**src/rtl/bfu_pkg.sv**
```systemverilog
package bfu_pkg;

    localparam int unsigned BFU_W     = 32;
    localparam int unsigned BFU_POS_W = $clog2(BFU_W);
    localparam int unsigned BFU_SPEC_W = 2 * BFU_POS_W;

    typedef enum logic [1:0] {
        OP_CLR  = 2'b00,
        OP_SET  = 2'b01,
        OP_EXTS = 2'b10,
        OP_EXTZ = 2'b11
    } bfu_op_t;

    typedef struct packed {
        logic [BFU_POS_W-1:0] first;
        logic [BFU_POS_W-1:0] last;
    } bfu_field_t;

    function automatic logic op_is_extract(input bfu_op_t op);
        return (op == OP_EXTS) || (op == OP_EXTZ);
    endfunction

    function automatic logic op_is_signed(input bfu_op_t op);
        return op == OP_EXTS;
    endfunction

    function automatic bfu_field_t unpack_spec(input logic [BFU_SPEC_W-1:0] w);
        bfu_field_t f;
        f.first = w[BFU_SPEC_W-1:BFU_POS_W];
        f.last  = w[BFU_POS_W-1:0];
        return f;
    endfunction

endpackage

```
**src/rtl/bfu_field_sel.sv**
```systemverilog
module bfu_field_sel
    import bfu_pkg::*;
(
    input  logic                  use_reg,
    input  logic [BFU_POS_W-1:0]  imm_first,
    input  logic [BFU_POS_W-1:0]  imm_last,
    input  logic [BFU_SPEC_W-1:0] spec_low,
    output bfu_field_t            field
);

    bfu_field_t imm_field;
    bfu_field_t reg_field;

    always_comb begin
        imm_field.first = imm_first;
        imm_field.last  = imm_last;
        reg_field       = unpack_spec(spec_low);
        field           = use_reg ? reg_field : imm_field;
    end

endmodule

```
**src/rtl/bfu_mask_gen.sv**
```systemverilog
module bfu_mask_gen
    import bfu_pkg::*;
(
    input  bfu_field_t         field,
    output logic [BFU_W-1:0]   mask
);

    for (genvar i = 0; i < BFU_W; i++) begin : g_bit
        localparam logic [BFU_POS_W-1:0] POS = BFU_POS_W'(i);
        assign mask[i] = (POS >= field.first) && (POS <= field.last);
    end

endmodule

```
**src/rtl/bfu_shifter.sv**
```systemverilog
module bfu_shifter
    import bfu_pkg::*;
(
    input  logic [BFU_W-1:0]   src,
    input  bfu_field_t         field,
    input  logic               arith,
    output logic [BFU_W-1:0]   lsh_out,
    output logic [BFU_W-1:0]   ext_out
);

    logic [BFU_W-1:0] lstage [BFU_POS_W+1];
    logic [BFU_W-1:0] rstage [BFU_POS_W+1];
    logic             fill;

    assign lstage[0] = src;

    for (genvar k = 0; k < BFU_POS_W; k++) begin : g_left
        localparam int unsigned AMT = 1 << k;
        assign lstage[k+1] = field.first[k]
                           ? {lstage[k][BFU_W-1-AMT:0], {AMT{1'b0}}}
                           : lstage[k];
    end

    assign lsh_out   = lstage[BFU_POS_W];
    assign fill      = arith & lsh_out[BFU_W-1];
    assign rstage[0] = lsh_out;

    for (genvar k = 0; k < BFU_POS_W; k++) begin : g_right
        localparam int unsigned AMT = 1 << k;
        assign rstage[k+1] = field.last[k]
                           ? {{AMT{fill}}, rstage[k][BFU_W-1:AMT]}
                           : rstage[k];
    end

    assign ext_out = rstage[BFU_POS_W];

endmodule

```
**src/rtl/bfu_top.sv**
```systemverilog
module bfu_top
    import bfu_pkg::*;
#(
    parameter bit OUT_REG = 1'b1
) (
    input  logic                 clk,
    input  logic                 rst,
    input  logic                 valid_in,
    input  logic [1:0]           opcode,
    input  logic                 use_reg,
    input  logic [BFU_W-1:0]     src,
    input  logic [BFU_POS_W-1:0] imm_first,
    input  logic [BFU_POS_W-1:0] imm_last,
    input  logic [BFU_W-1:0]     spec_reg,
    output logic                 valid_out,
    output logic [BFU_W-1:0]     result
);

    bfu_op_t          op;
    bfu_field_t       field;
    logic [BFU_W-1:0] mask;
    logic [BFU_W-1:0] lsh_val;
    logic [BFU_W-1:0] ext_val;
    logic [BFU_W-1:0] comb_res;
    logic             spec_unused;

    assign op          = bfu_op_t'(opcode);
    assign spec_unused = ^spec_reg[BFU_W-1:BFU_SPEC_W];

    bfu_field_sel u_sel (
        .use_reg   (use_reg),
        .imm_first (imm_first),
        .imm_last  (imm_last),
        .spec_low  (spec_reg[BFU_SPEC_W-1:0]),
        .field     (field)
    );

    bfu_mask_gen u_mask (
        .field (field),
        .mask  (mask)
    );

    bfu_shifter u_shift (
        .src     (src),
        .field   (field),
        .arith   (op_is_signed(op)),
        .lsh_out (lsh_val),
        .ext_out (ext_val)
    );

    always_comb begin
        unique case (op)
            OP_CLR:  comb_res = src & ~mask;
            OP_SET:  comb_res = src | mask;
            default: comb_res = ext_val;
        endcase
    end

    if (OUT_REG) begin : g_out_reg
        logic             valid_q;
        logic [BFU_W-1:0] res_q;

        always_ff @(posedge clk) begin
            if (rst) begin
                valid_q <= 1'b0;
                res_q   <= '0;
            end else begin
                valid_q <= valid_in;
                if (valid_in) begin
                    res_q <= comb_res;
                end
            end
        end

        assign valid_out = valid_q;
        assign result    = res_q;

        p_valid_lat_r9: assert property (@(posedge clk) disable iff (rst)
            valid_in |=> valid_out);
        p_hold_r9: assert property (@(posedge clk) disable iff (rst)
            !valid_in |=> ($stable(result) && !valid_out));
        p_reset_r10: assert property (@(posedge clk)
            rst |=> (!valid_out && result == '0));
    end else begin : g_out_comb
        assign valid_out = valid_in;
        assign result    = comb_res;
    end

    // Clear leaves bits outside the field untouched
    p_clr_outside_r1: assert property (@(posedge clk) disable iff (rst)
        (valid_in && op == OP_CLR) |-> ((comb_res & ~mask) == (src & ~mask)));
    // Set drives every field bit high
    p_set_inside_r2: assert property (@(posedge clk) disable iff (rst)
        (valid_in && op == OP_SET) |-> ((comb_res & mask) == mask));
    p_one_bit_r3: assert property (@(posedge clk) disable iff (rst)
        (valid_in && field.first == field.last) |-> ($countones(mask) == 1));
    p_empty_r4: assert property (@(posedge clk) disable iff (rst)
        (valid_in && field.last < field.first) |-> (mask == '0));
    p_extz_top_r5: assert property (@(posedge clk) disable iff (rst)
        (valid_in && op == OP_EXTZ && field.last != '0) |-> !ext_val[BFU_W-1]);
    p_exts_fill_r6: assert property (@(posedge clk) disable iff (rst)
        (valid_in && op == OP_EXTS)
            |-> (ext_val[BFU_W-1] == src[BFU_W-1-int'(field.first)]));
    p_field_mask_r7: assert property (@(posedge clk) disable iff (rst)
        (valid_in && field.last >= field.first)
            |-> ($countones(mask) == int'(field.last) - int'(field.first) + 1));

    // Left shift places operand bit 0 at position first
    p_lsh_pos_r5: assert property (@(posedge clk) disable iff (rst)
        (valid_in && op_is_extract(op)) |-> (lsh_val[field.first] == src[0]));

endmodule

```
**config.mk**
```make
export PLATFORM = sky130hd
export DESIGN_NAME = bfu_top
export DESIGN_NICKNAME = d
export VERILOG_FILES = /design/src/rtl/bfu_pkg.sv /design/src/rtl/bfu_field_sel.sv /design/src/rtl/bfu_mask_gen.sv /design/src/rtl/bfu_shifter.sv /design/src/rtl/bfu_top.sv
export SDC_FILE = /design/constraint.sdc
export NUM_CORES = 1
export LEC_CHECK = 0
export BUFFER_PORTS_ARGS = -buffer_cell sky130_fd_sc_hd__buf_2
export CAP_MARGIN = 10
export CORE_ASPECT_RATIO = 1.5
export CORE_MARGIN = 5
export CORE_UTILIZATION = 24
export CTS_CLUSTER_DIAMETER = 80
export DETAILED_ROUTE_END_ITERATION = 8
export PLACE_DENSITY = 0.41
export SYNTH_ARGS = -nofsm -noshare
export SYNTH_HDL_FRONTEND = slang
export SYNTH_SLANG_ARGS = --single-unit
```
**constraint.sdc**
```tcl
create_clock -name clk -period 4.3 [get_ports clk]
set_input_delay 0.645 -clock clk [delete_from_list [all_inputs] [get_ports clk]]
set_output_delay 0.645 -clock clk [all_outputs]
set_load 0.005 [all_outputs]
```
; ---- Yosys cells after proc, flatten, opt, wreduce, memory -nomap -nowiden
; Cells that the tools add are included.
[classes]
magnitude_cmp = 64
n_eq_ne = 2
n_mux = 12
n_bitwise = 4
n_reduce_logical = 33
[ops]
columns = cell, n
row1 = $mux 32, 10
row2 = $ge 5x5->1 const A, 16
row3 = $le 5x5->1 const A, 16
row4 = $pmux 32 s2, 1
row5 = $ge 4x5->1 const A, 8
row6 = $le 4x5->1 const A, 8
row7 = $and 32x32->32, 1
row8 = $logic_and 1x1->1, 32
row9 = $not 32->32, 1
row10 = $or 32x32->32, 1
row11 = $ge 3x5->1 const A, 4
row12 = $le 3x5->1 const A, 4
row13 = $ge 1x5->1 const A, 2
row14 = $ge 2x5->1 const A, 2
row15 = $le 1x5->1 const A, 2
row16 = $le 2x5->1 const A, 2
row17 = $mux 10, 1
row18 = $eq 2x1->1 const B, 1
row19 = $eq 2x2->1 const B, 1
row20 = $logic_not 2->1, 1
row21 = $and 1x1->1, 1
[word_totals]
regBits = 33
inputBits = 80
out_inout_bits = 33
word_cells = 117

; ---- Longest topological paths before layout
; Gate-level depths: netlist of the first run.
[depth]
depth_word = 13
depth_mapped = 15
ltp_nobuf = 10

; ---- Hierarchy
; From an unflattened synthesis of the first run, not the netlist that was laid out.
[hier_totals]
cells_unflattened = 867
area_unflattened_um2 = 7298.2
[modules_own_cells]
columns = mod, n_inst, cells_each, area_each_um2, seq_area_each_um2
row1 = bfu_shifter, 1, 589, 4546.9, 0.0
row2 = bfu_top, 1, 190, 2087.0, 660.6
row3 = bfu_mask_gen, 1, 77, 503.0, 0.0
row4 = bfu_field_sel, 1, 11, 161.4, 0.0

; ---- Least setup slack after synthesis of the first run
; No wires, ideal clock.
[synth_timing]
kind = in2reg
start = input port use_reg
end = register g_out_reg.res_q[18] (netlist: result[18])
arrival_ns = 3.396
required_ns = 4.183
slack_ns = 0.787
stages = 11
n_path_buf = 2
path_cell_list = buf_6 mux2i_4 buf_4 mux2_2 a222oi_1 a22o_1 a211oi_2 mux4_2 a221oi_2 o31ai_1 a22o_1
[synth_via]
elab_chain_len = 12
word_cells_on_any_way = 19
classes_between = order compare: 2 / mux: 12 / bitwise: 4 / reduce/logical: 1
[synth_rtl]
columns = element, line
row1 = "start, declared", bfu_top.sv:10  ; input logic use_reg,
row2 = $mux 10 *, bfu_field_sel.sv:18  ; field = use_reg ? reg_field : imm_field;
row3 = $mux 32 (5 in series), bfu_shifter.sv:20  ; ? {lstage[k][BFU_W-1-AMT:0], {AMT{1'b0}}}
row4 = $mux 32 / $and 1x1->1 (equally long branches), "bfu_shifter.sv:31, bfu_shifter.sv:25"
row5 = $mux 32 (4 in series), bfu_shifter.sv:31  ; ? {{AMT{fill}}, rstage[k][BFU_W-1:AMT]}
row6 = $pmux 32 s2 *, bfu_top.sv:52  ; unique case (op)
row7 = "end signal, assigned", bfu_top.sv:70  ; res_q <= comb_res;
row8 = "end, declared", bfu_top.sv:61  ; logic [BFU_W-1:0] res_q;
; Every way passes the cells marked *; elsewhere a longest branch is shown, timed or not.
; A chain may end at the register's enable or synchronous reset.

; ---- Final worst setup path of the first run
[layout_timing]
start = input port use_reg
end = register g_out_reg.res_q[7] (netlist: result[7])
[layout_via]
elab_chain_len = 13
word_cells_on_any_way = 19
classes_between = order compare: 2 / mux: 12 / bitwise: 4 / reduce/logical: 1
[layout_rtl]
columns = element, line
row1 = $mux 10 *, bfu_field_sel.sv:18
row2 = $mux 32 (5 in series), bfu_shifter.sv:20
row3 = $and 1x1->1, bfu_shifter.sv:25  ; assign fill = arith & lsh_out[BFU_W-1];
row4 = $mux 32 (5 in series), bfu_shifter.sv:31
row5 = $pmux 32 s2 *, bfu_top.sv:52
; Marked as above.

==> flow_summary.toml, run 1 <==
[outcome]
outcome = "finished, final reports clean"

[route]
post-route-drc-count = 0
routedWlPerCell_um = 26.86
totalWireLength_um = 33950
num_vias = 7715
first_pass_iters = 7
vias_per_cell = 6.104
detail-route-antenna-nets = 0
detail_route.iter0.violations = 839

[floorplan]
coreArea_um2 = 24440
die_h_um = 203.0
placement_rows = 70
io_pins = 113
initial_utilization_pct = 24.40
die_area_um2 = 28160
die_w_um = 138.7

[setup_path]
r2r_cells = 4
critPathMaxFanout = 10
setup.worst_path.start_class = "input pin"
worst_endpoint_data_arrival_time_ps = 4190
cp.required_ps = 4530
worst_r2r_endpoint = "result[10]$_SDFFE_PP0P_"
ff2ff_setup_slack_ps = 3160
critPathKind = "input pin to register"
regToRegStartpoint = "result[10]$_SDFFE_PP0P_"
endpoint_kind = "register"

[global_route]
grt_antenna_before_repair = 0
grt_max_degree = 37
first_global_vias = 7623
grt_first_pass_wirelength_um = 50230
global_route.overflow_total = 0
track_usage_pct = 23.18

[sta]
finClkSkew_ps = 0
period_minus_slack_ps = 3965
timing.final.setup_violations = 0
grt_setup_unrepaired = "no"
final.setup.tns_ps = 0
finalMaxSlewViolations = 0
timing.fmax_ghz = 0.2522
hold_violations = 0
slew_headroom_pct = 32.83
worst_pin_slew_ps = 1004
final_critical_path_setup_slack_ps = 334.8
finalCritPeriodShare_pct = 92.21

[final_layout]
register_area_um2 = 660.6
filler_cell_count = 2743
layout.core_utilization_pct = 30.26
antennaDiodeCount = 0
drive_above_1_share_pct = 27.66
multiInputGateArea_um2 = 4991
finish.net_count = 1019
synthToLayoutAreaGrowth_pct = 24.01

[logic_synthesis]
number_of_synthesized_flops_with_an_enable_pin = 0
ys.flop_type = "sky130_fd_sc_hd__dfxtp_1"
synth.distinct_cells = 76
synth_compound_gate_area_share_pct = 39.90
syn-mean-instance-area_um2 = 7.218
synth_top_family_by_area = "compound AO/OA/AOI/OAI gates"
synthMuxAreaShare_pct = 23.27
synth-xor-area-share_pct = 0
synth-seq-cells = 33
synth.yosys.seq_area_share_pct = 11.08
synth_adder_area_share_pct = 0
synth_simple_gate_area_share_pct = 19.58
syn_nets = 906
synthesis.area_um2 = 5962
synthArstFlopShare_pct = 0
count_of_yosys_warnings_during_synthesis = 0
instance_count_of_the_mapped_netlist = 826

[power_and_ir_drop]
switching_power_mw = 0.9840
power_density_nw_per_um2 = 279.5
seqPwrFrac_pct = 17.0
p_clk_share_pct = 20.7
p_int_mw = 1.083
lkg_pwr_nw = 2.924
ir_drop_mv = 0.2050
p_sw_share_pct = 47.61
comb_power_share_pct = 62.3

[clock_network]
tritoncts = "built"
cts_hold_repair.buffers = 0
cts.sink_count = 33
post-cts-setup-buffer-count = 0
cts-buffers-inserted = 5
clk_pin_slew_worst_paths_ps = 60
htree_num_levels = 2
postCtsResizedCells = 0
clock-root-buffer = "sky130_fd_sc_hd__clkbuf_16"
clock_latency_ps = 290
cts.path.max_buffers = 2

[min_path]
worst_hold_end = "result[19]$_SDFFE_PP0P_"
tightest_hold_check_type = "register to register"
hold_start = "result[19]$_SDFFE_PP0P_"
number_of_cells_traversed_by_the_worst_hold_path = 2

[place]
finalWeightedCongestion = 0.9632
port_buffers = 90
place_worst_setup_slack_ps = 124.4
hpwl_um = 27720

[run]
maxCapViolCount = 0
layer usage:
layer	track usage, %	part of all wire [%]
met1	27.12	39
met2	41.25	49
met3	1.249	3.8
met4	14.51	7.2
met5	0	0
critical path: stages:
cell and delay [ps]:
sky130_fd_sc_hd__buf_2 250, sky130_fd_sc_hd__mux2i_2 430, sky130_fd_sc_hd__nand2_1 260, sky130_fd_sc_hd__o22ai_1 600
sky130_fd_sc_hd__nor2_2 180, sky130_fd_sc_hd__a2111oi_0 510, sky130_fd_sc_hd__a31oi_1 180, sky130_fd_sc_hd__mux2i_1 270
sky130_fd_sc_hd__mux2i_1 130, sky130_fd_sc_hd__buf_4 160, sky130_fd_sc_hd__a221o_1 390, sky130_fd_sc_hd__a21oi_1 160
layout by cell type (no fill, tap or decap), types with 7 or more instances in the layout:
master	Yosys	routed
sky130_fd_sc_hd__a211oi_1	29	29
sky130_fd_sc_hd__a21oi_1	48	48
sky130_fd_sc_hd__a221o_1	7	7
sky130_fd_sc_hd__a221oi_1	7	7
sky130_fd_sc_hd__a22o_1	8	8
sky130_fd_sc_hd__a22oi_1	46	46
sky130_fd_sc_hd__buf_2	9	90
sky130_fd_sc_hd__buf_4	5	90
sky130_fd_sc_hd__dfxtp_1	33	33
sky130_fd_sc_hd__mux2_2	29	29
sky130_fd_sc_hd__mux2i_1	69	63
sky130_fd_sc_hd__mux2i_2	10	12
sky130_fd_sc_hd__mux4_2	8	8
sky130_fd_sc_hd__nand2_1	90	90
sky130_fd_sc_hd__nand3_1	48	48
sky130_fd_sc_hd__nor2_1	71	71
sky130_fd_sc_hd__nor3_1	13	13
sky130_fd_sc_hd__o211ai_1	20	20
sky130_fd_sc_hd__o21ai_0	49	49
sky130_fd_sc_hd__o21ai_1	9	9
sky130_fd_sc_hd__o221ai_1	11	11
sky130_fd_sc_hd__o22ai_1	22	22
per-stage QoR:
stage	area (um2)	hold WS [ps]	std cells	power, mW
after floorplan	5962	441.8	826	1.095
after global placement	7222	446.3	1256	1.627
after detailed placement	7222	447.3	1256	1.614
after CTS	7393	455.8	1264	2.050
after global routing	7393	482.5	1264	2.167
final	7393	452.1	1264	2.067
worst max path at each step:
| stage | startpoint | endpoint | slack (ps) | depth (start not counted) |
|---|---|---|---|---|
| finish | use_reg | result[7]$_SDFFE_PP0P_ | 330 | 12 |
| global route | use_reg | result[23]$_SDFFE_PP0P_ | 180 | 11 |
| CTS | use_reg | result[23]$_SDFFE_PP0P_ | 400 | 11 |
| detailed placement | use_reg | result[23]$_SDFFE_PP0P_ | 120 | 11 |
| global placement | use_reg | result[21]$_SDFFE_PP0P_ | 90 | 11 |
| floorplan | use_reg | result[18]$_SDFFE_PP0P_ | 790 | 11 |
sequential cells by signal (all words and copies together), names as in the netlist:
register / cells
result: 32
valid_out: 1
area by class of cell:
type	instances	share of cell area [%]
multi-input combinational	713	67.51
timing repair buffer	181	15.50
sequential	33	8.936
tap	324	5.483
clock buffer	5	1.692
clock inverter	3	0.6262
inverter	5	0.2539
cells in the mapped netlist, types with 22 or more instances:
master | count | area (um2)
sky130_fd_sc_hd__nand2_1 | 90 | 337.8
sky130_fd_sc_hd__nand3_1 | 48 | 240.2
sky130_fd_sc_hd__mux2i_1 | 69 | 690.7
sky130_fd_sc_hd__a22oi_1 | 46 | 345.3
sky130_fd_sc_hd__mux2_2 | 29 | 326.6
sky130_fd_sc_hd__a21oi_1 | 48 | 240.2
sky130_fd_sc_hd__clkbuf_1 | 50 | 187.7
sky130_fd_sc_hd__dfxtp_1 | 33 | 660.6
sky130_fd_sc_hd__nor2_1 | 71 | 266.5
sky130_fd_sc_hd__a211oi_1 | 29 | 217.7
sky130_fd_sc_hd__o22ai_1 | 22 | 137.6
sky130_fd_sc_hd__o21ai_0 | 49 | 245.2
kinds of logic after synthesis:
| logic type | count (synthesis) |
|---|---|
| AO/OA/AOI/OAI | 333 |
| multiplexers | 119 |
| AND/OR/NAND/NOR | 261 |
| buffers and inverters | 80 |
| flip-flops | 33 |
power groups by stage:
stage / clock network (mW) / logic, mW / registers [mW]
3_5_place_dp: 0 / 1.26 / 0.358
6_report: 0.427 / 1.29 / 0.351
3_3_place_gp: 0 / 1.27 / 0.357
5_1_grt: 0.447 / 1.37 / 0.355
4_1_cts: 0.434 / 1.26 / 0.352
2_1_floorplan: 0 / 0.737 / 0.358
No activity file was read; power rests on OpenSTA's default activity.
==> run 2, diff against run 1 <==
Settings changed: ABC_AREA from default to 1.
==> run 2 against run 1 <==
Clock power shrank 21%. Synthesized cell count grew 40%. Hold slack gained 5.7 ps. Area after synthesis hardly changed. Sequential power is 3% lower. Routed wire length is 7.1% lower. Global-route usage decreased by 1.6 points. Final area down 8.1%. Die area about the same. Fmax rose by 17%. Sequential cell count is the same. Clock skew unchanged. Largest power group unchanged.
==> flow_summary.toml, run 2 <==
[min_path]
tightest_hold_check_type = "register to register"
number_of_cells_traversed_by_the_worst_hold_path = 2
hold_start = "result[18]$_SDFFE_PP0P_"
worst_hold_end = "result[18]$_SDFFE_PP0P_"

[route]
detail_route.iter0.violations = 876
detail-route-antenna-nets = 0
first_pass_iters = 6
num_vias = 8403
totalWireLength_um = 31540
post-route-drc-count = 0
vias_per_cell = 5.492
routedWlPerCell_um = 20.62

[logic_synthesis]
instance_count_of_the_mapped_netlist = 1155
synth_adder_area_share_pct = 0
synth-xor-area-share_pct = 0
count_of_yosys_warnings_during_synthesis = 0
synthArstFlopShare_pct = 0
synth_common_cells = "377 x sky130_fd_sc_hd__nand2_1, 330 x sky130_fd_sc_hd__nand3_1, 62 x sky130_fd_sc_hd__a21oi_1"
synth_top_cells_by_area = "sky130_fd_sc_hd__nand3_1 28%, sky130_fd_sc_hd__nand2_1 24%, sky130_fd_sc_hd__dfxtp_1 11%, sky130_fd_sc_hd__a21oi_1 5.2%, sky130_fd_sc_hd__inv_1 3.8%"
synth_top_family_by_area = "simple AND/OR/NAND/NOR gates"
number_of_synthesized_flops_with_an_enable_pin = 0
synth-seq-cells = 33
synth.distinct_cells = 45
synthMuxAreaShare_pct = 0.5036
synthesis.area_um2 = 5963
synth.yosys.seq_area_share_pct = 11.08
synth_area_leader_cell = "sky130_fd_sc_hd__nand3_1"
synth_compound_gate_area_share_pct = 15.74
synth_simple_gate_area_share_pct = 61.96
ys.flop_type = "sky130_fd_sc_hd__dfxtp_1"
synth_top_area_share_pct = 27.70
syn-mean-instance-area_um2 = 5.163
cell_with_the_most_instances_after_synthesis = "sky130_fd_sc_hd__nand2_1"
syn_nets = 1235

[sta]
slew_headroom_pct = 52.34
period_minus_slack_ps = 3403
timing.fmax_ghz = 0.2938
finalMaxSlewViolations = 0
hold_violations = 0
finClkSkew_ps = 0
final.setup.tns_ps = 0
worst_pin_slew_ps = 714.1
grt_setup_unrepaired = "no"
timing.final.setup_violations = 0
finalCritPeriodShare_pct = 79.15

[clock_network]
clock_latency_ps = 270
cts.sink_count = 33
postCtsResizedCells = 0
cts_hold_repair.buffers = 0
clk_pin_slew_worst_paths_ps = 50
post-cts-setup-buffer-count = 0
htree_num_levels = 2
clock-root-buffer = "sky130_fd_sc_hd__clkbuf_16"
tritoncts = "built"
cts.path.max_buffers = 2
cts-buffers-inserted = 5

[final_layout]
register_area_um2 = 660.6
filler_cell_count = 2924
final_cell_mix = "377 x sky130_fd_sc_hd__nand2_1, 330 x sky130_fd_sc_hd__nand3_1, 90 x sky130_fd_sc_hd__buf_2"
largest_register_ffs = 32
antennaDiodeCount = 0
drive_above_1_share_pct = 14.10
finish.net_count = 1285
multiInputGateArea_um2 = 4667
layout.cells.most_common = "sky130_fd_sc_hd__nand2_1"
synthToLayoutAreaGrowth_pct = 13.99

[floorplan]
die_w_um = 138.7
coreArea_um2 = 24440
die_area_um2 = 28160
initial_utilization_pct = 24.40
die_h_um = 203.1
io_pins = 113
placement_rows = 70

[global_route]
first_global_vias = 7990
grt_first_pass_wirelength_um = 47670
grt_max_degree = 39
grt_antenna_before_repair = 0
track_usage_pct = 21.54
global_route.overflow_total = 0

[setup_path]
critical-path-slowest-cell = "sky130_fd_sc_hd__nor2_4"
series_of_cell_instances_along_the_critical_path = "buf_2, inv_4, or2_2, o21ai_2, inv_2, nor2_4, inv_2, o21ai_1, a311oi_1, o21ai_1, a21oi_1, nand2_1, a21oi_1"
endpoint_kind = "register"
critPathMaxFanout = 17
critPathKind = "input pin to register"
regToRegStartpoint = "result[7]$_SDFFE_PP0P_"
critical_path.max_stage_delay_ps = 400
critPathLaunch = "use_reg"
ff2ff_setup_slack_ps = 3650
worst_endpoint_data_arrival_time_ps = 3540
setup.worst_path.start_class = "input pin"
worst_r2r_endpoint = "result[7]$_SDFFE_PP0P_"
r2r_cells = 2
cp.required_ps = 4440

[outcome]
outcome = "finished, final reports clean"

[power_and_ir_drop]
lkg_pwr_nw = 3.314
report.power.total_mw = 1.718
power_density_nw_per_um2 = 252.7
ir_drop_mv = 0.1505

[place]
port_buffers = 90
hpwl_um = 25400
finalWeightedCongestion = 0.9544

[run]
maxCapViolCount = 0
[run 2: cell types whose count changed after synthesis, moves of 29 or more]
cell	delta
sky130_fd_sc_hd__nand2_1	+287
sky130_fd_sc_hd__nand3_1	+282
sky130_fd_sc_hd__mux2i_1	-66
sky130_fd_sc_hd__inv_1	+57
sky130_fd_sc_hd__a22oi_1	-43
sky130_fd_sc_hd__mux2_2	-29
[run 2: per-stage QoR]
stage               cells  utilization, %  setup WS [ps]  cell area [um2]  hold WS (ps)
floorplan            1155               -           1832             5963         461.8
global placement     1522           27.25          589.2             6659         451.4
detailed placement   1522           27.25          618.6             6659         453.1
CTS                  1530           27.82          906.8             6798         461.3
global route         1530           27.82          696.9             6798         473.0
finish               1530           27.82          896.7             6798         457.8
[run 2: cell families (layout without fill, tap and decap cells)]
kind of cell    count (synthesis)  count (layout)
flops                          33              33
mux                             3               3
compound gates                156             156
buf+inv                       147             198
simple gates                  816             816
[run 2: area by class of cell]
type,instances,share of cell area (%)
flip-flops and latches,33,9.718
clock buffers,6,1.896
repair buffers,115,9.387
inverters,75,4.233
multi-input cells,975,68.65
well taps,324,5.964
clock inverters,2,0.1472
[run 2: per-layer routing]
layer	share of wire (%)	track usage [%]	wire (um)
met1	39	25.43	12420
met2	49	38.58	15610
met3	5.2	1.814	1634
met4	6.0	11.43	1878
met5	0	0	0
[run 2: critical path, delay by kind of cell]
kind,cells,cell delay (ps)
compound gates,6,1040
buf+inv,4,1030
simple gates,3,800
[run 2: worst max-delay path by stage]
stage                                         end  slack [ps]  depth (start not counted)
after floorplan           result[28]$_SDFFE_PP0P_        1830                         18
after global placement    result[11]$_SDFFE_PP0P_         590                         13
after detailed placement  result[11]$_SDFFE_PP0P_         620                         13
after CTS                 result[10]$_SDFFE_PP0P_         910                         13
after global routing      result[23]$_SDFFE_PP0P_         700                         20
final                     result[11]$_SDFFE_PP0P_         900                         13
[run 2: power by group]
part | switching (mW) | internal [mW] | total (mW)
registers | 0.0110 | 0.331 | 0.342
logic | 0.740 | 0.299 | 1.04
clock network | 0.125 | 0.212 | 0.337
total | 0.876 | 0.842 | 1.72
==> run 3, diff against run 2 <==
Clock period 4.3 ns to 3.3 ns, I/O delays scaled along.
==> run 3 against run 2 <==
Clock skew did not move. First-iteration DRC count decreased by 9.5%. Via count down 1.1%. Final area grew 3.3%. Clock-buffer cell count unchanged. Largest cell class unchanged. Highest routed layer unchanged.
==> flow_summary.toml, run 3 (synthesis results as in run 2) <==
[outcome]
outcome = "finished, final reports clean"

[route]
vias_per_cell = 5.368
first_pass_iters = 5
detail_route.iter0.violations = 793
post-route-drc-count = 0
totalWireLength_um = 31180
routedWlPerCell_um = 20.14
detail-route-antenna-nets = 0
num_vias = 8310

[global_route]
grt_antenna_before_repair = 0
first_global_vias = 7964
grt_max_degree = 50
track_usage_pct = 21.38
global_route.overflow_total = 0
grt_first_pass_wirelength_um = 47380

[floorplan]
die_h_um = 203.1
die_area_um2 = 28160
coreArea_um2 = 24440
initial_utilization_pct = 24.40
die_w_um = 138.7
placement_rows = 70
io_pins = 113

[final_layout]
layout.core_utilization_pct = 28.73
drive_above_1_share_pct = 15.36
synthToLayoutAreaGrowth_pct = 17.73
antennaDiodeCount = 0
largest_register_ffs = 32
final_cell_mix = "377 x sky130_fd_sc_hd__nand2_1, 330 x sky130_fd_sc_hd__nand3_1, 90 x sky130_fd_sc_hd__buf_2"
filler_cell_count = 2877
layout.cells.most_common = "sky130_fd_sc_hd__nand2_1"
finish.net_count = 1303

[setup_path]
critical_path.max_stage_delay_ps = 260
critPathMaxFanout = 33
cp.required_ps = 3430
series_of_cell_instances_along_the_critical_path = "buf_2, buf_4, nand2_2, nand2_2, buf_12, nand2_1, nand3_1, nand3_1, nand3_1, nand4_1, nand2_1, o21ai_1, nand2_1, nand3_1, nand2_1, nor2_1, nand2_1, nand2_1, a21oi_1"
worst_path_most_repeated_cell = "sky130_fd_sc_hd__nand2_1"
critical_path.n_buffers_inverters = 3
worst_endpoint_data_arrival_time_ps = 3120
critical-path-slowest-cell = "sky130_fd_sc_hd__o21ai_1"
top_delay_family_on_crit_path = "simple AND/OR/NAND/NOR gates"
critPathKind = "input pin to register"
setup.worst_path.start_class = "input pin"
endpoint_kind = "register"

[clock_network]
clock-root-buffer = "sky130_fd_sc_hd__clkbuf_16"
cts.sink_count = 33
cts.path.max_buffers = 2
postCtsResizedCells = 0
cts-buffers-inserted = 5
htree_num_levels = 2
tritoncts = "built"
clock_latency_ps = 270
post-cts-setup-buffer-count = 0
cts_hold_repair.buffers = 0
clk_pin_slew_worst_paths_ps = 50

[sta]
finClkSkew_ps = 0
finalCritPeriodShare_pct = 90.53
final.setup.tns_ps = 0
finalMaxSlewViolations = 0
worst_pin_slew_ps = 784.7
grt_setup_unrepaired = "no"
hold_violations = 0
timing.fmax_ghz = 0.3347
period_minus_slack_ps = 2988
timing.final.setup_violations = 0
slew_headroom_pct = 47.49

[run]
maxCapViolCount = 0

[power_and_ir_drop]
ir_drop_mv = 0.1891
lkg_pwr_nw = 3.434
power_density_nw_per_um2 = 324.2

[min_path]
tightest_hold_check_type = "register to register"

[place]
hpwl_um = 25480
finalWeightedCongestion = 0.9432
port_buffers = 90
[run 3: worst paths after layout]
check	from	endpoint	slack [ps]	cells past startpoint
max reg2reg	result[6]$_SDFFE_PP0P_	result[6]$_SDFFE_PP0P_	2640	2
min	result[29]$_SDFFE_PP0P_	result[29]$_SDFFE_PP0P_	460	2
min reg2reg	result[29]$_SDFFE_PP0P_	result[29]$_SDFFE_PP0P_	460	2
max	use_reg	result[9]$_SDFFE_PP0P_	310	19
[run 3: stage by stage]
stage	hold slack, ps	std cells	power, mW	area, um2	setup WS [ps]
final	459.3	1548	2.276	7020	312.4
after global routing	477.9	1548	2.435	7020	76.88
after CTS	462.3	1548	2.269	7020	371.6
after detailed placement	454.1	1540	1.827	6882	94.47
after global placement	451.4	1540	1.832	6882	89.78
after floorplan	461.8	1155	1.336	5963	982.4
[run 3: area by class of cell]
class                   instances  area [um2]  share of cell area [%]
clock buffers                   6       128.9                   1.836
clock inverters                 2       10.01                  0.1426
inverters                      75       287.8                   4.099
multi-input cells             975        4667                   66.48
flip-flops and latches         33       660.6                   9.410
well taps                     324       405.4                   5.774
repair buffers                133       860.8                   12.26
[run 3: power by group]
group	internal, mW	leakage [nW]	switching, mW
logic	0.426	3.09	0.969
registers	0.431	0.272	0.0156
clock network	0.276	0.0706	0.158
[run 3: tightest hold or removal path: stages, from the launching register on]
cell and delay [ps]:
sky130_fd_sc_hd__dfxtp_1 300, sky130_fd_sc_hd__nand2_1 60, sky130_fd_sc_hd__a21oi_1 50
[run 3: layer usage]
layer  wire length, um  GRT usage (%)
met3              1476          1.956
met2             15580          38.51
met5                 0              0
met1             12250          25.16
met4              1879          10.91
